**config.mk**
```make
export PLATFORM = sky130hd
export DESIGN_NAME = irq_vector_ctrl
export DESIGN_NICKNAME = d
export VERILOG_FILES = /design/src/rtl/irq_vector_ctrl.sv
export SDC_FILE = /design/constraint.sdc
export NUM_CORES = 1
export LEC_CHECK = 0
export BUFFER_PORTS_ARGS = -buffer_cell sky130_fd_sc_hd__clkbuf_2
export CAP_MARGIN = 0
export CORE_MARGIN = 2
export CORE_UTILIZATION = 56
export CTS_CLUSTER_DIAMETER = 80
export CTS_CLUSTER_SIZE = 20
export DETAILED_ROUTE_END_ITERATION = 12
export MAX_ROUTING_LAYER = met4
export PLACE_DENSITY_LB_ADDON = 0.08
export SLEW_MARGIN = 40
export SYNTH_ARGS = -nofsm -noshare
export SYNTH_HDL_FRONTEND = slang
export SYNTH_SLANG_ARGS = --single-unit
```
**constraint.sdc**
```tcl
create_clock -name clk -period 4.5 [get_ports clk]
set_input_delay 0.9 -clock clk [delete_from_list [all_inputs] [get_ports clk]]
set_output_delay 0.9 -clock clk [all_outputs]
set_load 0.01 [all_outputs]
```
**src/rtl/irq_vector_ctrl.sv**
```systemverilog
module irq_vector_ctrl #(
  parameter int NUM_LINES = 31,
  parameter int ADDR_W = 5,
  parameter int VEC_W = 8,
  parameter logic [VEC_W-1:0] SHARED_VEC = 8'h30,
  parameter logic [VEC_W-1:0] FIRST_VEC = 8'h31
) (
  input  logic              clk,
  input  logic              rst_n,
  input  logic [30:0]       irq_lines,
  input  logic              nmi_in,
  input  logic              fault_in,
  input  logic              bus_sel,
  input  logic              bus_write,
  input  logic [ADDR_W-1:0] bus_addr,
  input  logic [31:0]       bus_wdata,
  output logic [31:0]       bus_rdata,
  output logic              irq_req,
  output logic [VEC_W-1:0]  irq_vector,
  output logic              bus_err
);
  localparam int IDX_W = $clog2(NUM_LINES);

  logic [NUM_LINES-1:0] mask_q, pend_q, active;
  logic                 nmi_q, fault_q;
  logic                 several, any;
  logic [IDX_W-1:0]     low_idx;
  logic [VEC_W-1:0]     vec_next;
  logic                 wr_mask, wr_bad;

  assign active  = irq_lines[NUM_LINES-1:0] & mask_q;
  assign any     = |active;
  assign several = |(active & (active - 1'b1));

  always_comb begin
    low_idx = '0;
    for (int i = NUM_LINES - 1; i >= 0; i--)
      if (active[i]) low_idx = IDX_W'(i);
  end

  assign vec_next = !any ? '0 : several ? SHARED_VEC : FIRST_VEC + VEC_W'(low_idx);

  assign wr_mask = bus_sel && bus_write && (bus_addr == '0);
  assign wr_bad  = bus_sel && bus_write && (bus_addr != '0);

  always_ff @(posedge clk or negedge rst_n) begin
    if (!rst_n) begin
      mask_q     <= '0;
      pend_q     <= '0;
      nmi_q      <= 1'b0;
      fault_q    <= 1'b0;
      irq_req    <= 1'b0;
      irq_vector <= '0;
      bus_err    <= 1'b0;
    end else begin
      pend_q     <= irq_lines[NUM_LINES-1:0];
      nmi_q      <= nmi_in;
      fault_q    <= fault_in;
      irq_req    <= any;
      irq_vector <= vec_next;
      bus_err    <= wr_bad;
      if (wr_mask) mask_q <= bus_wdata[NUM_LINES-1:0];
    end
  end

  always_comb begin
    bus_rdata = '0;
    if (bus_sel && !bus_write) begin
      case (bus_addr)
        ADDR_W'(5'h00): bus_rdata = 32'(mask_q);
        ADDR_W'(5'h04): bus_rdata = 32'(pend_q);
        ADDR_W'(5'h08): bus_rdata = 32'(pend_q & mask_q);
        ADDR_W'(5'h0C): bus_rdata = {31'b0, nmi_q};
        ADDR_W'(5'h10): bus_rdata = {31'b0, fault_q};
        default:        bus_rdata = '0;
      endcase
    end
  end
endmodule

```
Yosys cells after proc, flatten, opt, wreduce, memory -nomap -nowiden
Cells that the tools add are included.

Register bits after elaboration: 73. Bits of input ports: 74. Logic and storage cells: 60. Output and inout port bits: 42.

Equal/unequal tests: 4. $add $sub $neg: 2. Reduce and logical (&&, ||, !) cells: 9. Bitwise operators: 3. Muxes and demuxes: 35.

Operator list (number): $mux 5 (31); $pmux 31 s5 (1); $and 31x31->31 (3); $reduce_or 31->1 (2); $mux 31 (1); $sub 31x1->31 const B (1); $mux 7 (2); $eq 5x4->1 const B (2); $add 6x5->7 const A (1); $eq 5x3->1 const B (1); $eq 5x5->1 const B (1); $logic_not 5->1 (1); $reduce_bool 5->1 (1); $logic_and 1x1->1 (4); $logic_not 1->1 (1).

Logic depth before layout (Yosys ltp)
Word-level depth: 35. Gate-level depth with buffers: 10. Gate-level depth less buffers: 10.

Worst setup path before layout
OpenSTA, ideal clock, no wires.

Path kind: input -> register. Start point: input port irq_lines[16]. End point: register irq_vector[4]. Required time: 4.369 ns. Path slack: 1.650 ns. Stages: 7. Arrival time: 2.718 ns. Library setup time: 0.131 ns. Path buffers: 0. Cell sequence: a222oi_1 -> a31oi_1 -> nor4_1 -> nand4_1 -> nor4_2 -> nand2_2 -> or3_1.

Word-level cells in the longest chain between the ends: 21. Elaborated cells between the ends (all ways): 25. Those cells by class: add/sub (2); mux (19); bitwise (2); reduce/logical (2).

RTL lines: start: declaration (line 10) `input logic [30:0] irq_lines,`; $and 31x31->31 (*) (line 31) `assign active = irq_lines[NUM_LINES-1:0] & mask_q;`; $mux 5 (17 in series) (line 38) `if (active[i]) low_idx = IDX_W'(i);`; $add 6x5->7 (line 41) `assign vec_next = !any ? '0 : several ? SHARED_VEC : FIRST_VEC + VEC_W'(low_idx);`; $mux 7 (line 41); $mux 7 (*) (line 41); named net vec_next[4] (line 28) `logic [VEC_W-1:0] vec_next;`; end signal: assignment (line 60) `irq_vector <= vec_next;`; end: declaration (line 19) `output logic [VEC_W-1:0] irq_vector,`.

Mark *: on every way through the listed nets, which the timed path passes. The rest lies on a longest branch. A chain may end at the register's enable or synchronous reset.

Final worst setup path
Start point: input port bus_addr[2]. End point: output port bus_rdata[7].

Word-level cells in the longest chain between the ends: 3. Elaborated cells between the ends (all ways): 7. Those cells by class: eq/ne (4); mux (2); reduce/logical (1).

RTL lines: start: declaration (line 15) `input logic [ADDR_W-1:0] bus_addr,`; $eq 5x5->1 (tied with other cells) (line 69) `case (bus_addr)`; $pmux 31 s5 (*) (line 69); $mux 31 (*) (line 68) `if (bus_sel && !bus_write) begin`; end: declaration (line 17) `output logic [31:0] bus_rdata,`.

Every way passes the cells marked *; elsewhere a longest branch is shown, timed or not.

==> run metrics <==
outcome=finished, final reports clean; first drt pass iteration count=5; Die Y=88.1 um; type of the worst setup path=in -> out; clock slew at reported path FFs=about 0.080 ns; mean area per synthesized cell=9.65 sq um; startpoint types=input port; Layout Nets=597; number of I/O port buffers=112; PostCTS Resize Cnt=0; io pins=116; most common cell after layout, fill and taps aside=clkbuf_2; Clk Latency, worst-skew pair=0.35 ns; commonest non-fill, non-tap cells in the layout=clkbuf_2 (111), dfrtp_1 (73), nand2_1 (50); pwr dens=between 300 and 400 nW/um^2; reg2reg start=mask_q[5]$_DFFE_PN0P_; Pleak=0.00217 uW; Slew Limit Fails=0; FILL cells=between 500 and 600; via count=3820; Root Buffer=clkbuf_8; clock share of power=30.7%; Setup crit end kind=output pin; relative slew slack=50.5%; final WL=10.8 mm; switch share=31.9%; min Tclk post-route=3.62 ns; count of cell types in the netlist=48; setup bufs post-CTS=0; Rows=30; Core Area=6830 sq um; maximum capacitance violations=0; FF+latch count, synth=73; first-pass GRT wire length=~17 mm; Clock Skews=0.0104 ns; critical path fanouts, max=30; Max VDD drop=217 uV; total power=1840 uW; Hold Violations, Final=0; DRT iter0 DRCs=just over 200; Internal=1250 uW; combinational fraction of design power=26.1%; HPWL Detailed=approximately 7.9 mm; htree depth=3; Die Wd=88.1 um; Post-Synthesis Cells=410; largest net degree at the start of global routing=38; clk sinks=73; CP startpoint=bus_addr[2]; # diodes=0; Arr. time, crit path=2.72 ns; Antenna Nets Post-Route=0; sequential share of power=43.1%; Storage cell area=1830 sq um; NetSw=587 uW; global route overflow=0; Inserted Clock Buffers=9; drt drc=0; fin util=70.7%; initial antenna violation count=0; crit path to=bus_rdata[7]; R2R depth=7; number of setup violations in the final report=0; die area=around 7800 sq um; vias per cell=6.14; Tcrit/Tclk final=around four fifths; Reg2Reg Setup Slack=1.61 ns; fraction of layout cells with a size suffix above 1=32.7%; GRT Total Usage=29.6%; Fin Setup TNS=0 ns; Reg-to-Reg End=irq_vector[4]$_DFF_PN0_; post-synthesis cell area=roughly 4000 sq um; area occupied by multi-input gates=2040 sq um; Hold Buf Count CTS=0; hold crit path type=in -> async; number of global-route vias before repair=3500; post-synthesis sequential area ratio=46.2%; drt wl/cell=around 17 um; Starting Density=around 58%; RSZ-0062 raised after global routing=false; Achievable Freq=approximately 0.28 GHz; area grow syn2layout=22.1%; synth warn=0; Placer Congestion=~0.94; Worst-Margin Slew=about 0.74 ns; Clock Tree Buf Depth=2; CTS tree=done; worst endpoint required time=3.60 ns
synth_stat cells, drive strengths merged:
master / number / area, sq um
dfrtp: 73 / 1830
nand2: 51 / 194
nor2: 36 / 135
mux2: 31 / 349
o21ai: 23 / 115
a32oi: 22 / 193
nand2b: 19 / 119
a21oi: 17 / 85.1
a22oi: 16 / 130
clkbuf: 15 / 56.3
nor2b: 11 / 68.8
a22o: 10 / 88.8
o211ai: 9 / 67.6
nand4: 8 / 50.1
nor3: 8 / 40.0
a31oi: 7 / 43.8
nand3: 6 / 30.0
nor4: 6 / 43.8
inv: 5 / 18.8
a221oi: 3 / 26.3
a311oi: 3 / 26.3
and2: 3 / 18.8
buf: 3 / 22.5
xnor2: 3 / 26.3
a222oi: 2 / 20.0
o2111ai: 2 / 17.5
a211oi: 1 / 7.51
a21boi: 1 / 7.51
a21o: 1 / 8.76
a32o: 1 / 10.0
and3: 1 / 6.26
and4b: 1 / 10.0
conb: 1 / 3.75
ha: 1 / 12.5
nor4b: 1 / 8.76
o21bai: 1 / 7.51
o22a: 1 / 8.76
o22ai: 1 / 6.26
o311a: 1 / 10.0
o311ai: 1 / 8.76
o31ai: 1 / 7.51
or2: 1 / 6.26
or3: 1 / 6.26
xor2: 1 / 8.76
how the worst min path moves through the flow:
stage	endpoint	cells past startpoint	slack, ns
global route	nmi_q$_DFF_PN0_	1	0.53
CTS	mask_q[4]$_DFFE_PN0P_	1	0.58
detailed placement	mask_q[4]$_DFFE_PN0P_	1	0.56
finish	nmi_q$_DFF_PN0_	1	0.51
floorplan	mask_q[4]$_DFFE_PN0P_	1	0.53
global placement	mask_q[4]$_DFFE_PN0P_	1	0.54
registers in the layout, summed over array words and instances (netlist names):
name and cells:
irq_vector 7, nmi_q 1, pend_q 31, mask_q 31, irq_req 1, bus_err 1
fault_q 1
metal layers:
layer | GRT usage (%) | routed length, um | vias up
met4 | 7.16 | 115 | 0
met1 | 38.9 | 4680 | 1855
li1 | - | - | 1776
met3 | 6.41 | 714 | 14
met2 | 47.0 | 5250 | 175
met5 | - | 0 | -
critical path, stage by stage:
cell and delay [ns]:
clkbuf_2 0.32, inv_1 0.45, nor2_1 0.21, buf_4 0.34, o21ai_0 0.15, a21oi_1 0.17, clkbuf_2 0.16
layout make-up:
type / count / area share [%]
Timing Repair Buffer: 118 / 12.6
Sequential cell: 73 / 37.8
Tap cell: 96 / 2.49
Multi-Input combinational cell: 315 / 42.2
Clock buffer: 10 / 2.85
Inverter: 5 / 0.389
Clock inverter: 5 / 1.66
power groups by stage:
stage	Sequential [uW]	Clock [uW]	Combinational, uW
2_1_floorplan	796	0	320
3_3_place_gp	802	0	462
3_5_place_dp	806	0	471
4_1_cts	793	572	475
5_1_grt	806	595	535
6_report	794	566	481
cells by family after synthesis:
logic type      synth area share (%)
compound gates                  22.6
xor+xnor                       0.885
fa+ha+maj                      0.316
buf+inv                         2.47
flops                           46.2
mux                             8.82
other cells                   0.0948
simple gates                    18.6
per-stage QoR:
stage	instance area [sq um]	hold WS [ns]	instances	setup WS (ns)
2_1_floorplan	3960	0.526	411	1.65
3_3_place_gp	4610	0.543	607	0.982
3_5_place_dp	4610	0.562	607	0.925
4_1_cts	4830	0.578	622	0.907
5_1_grt	4830	0.525	622	0.731
6_report	4830	0.506	622	0.880
Power figures use the tool's default switching activity.
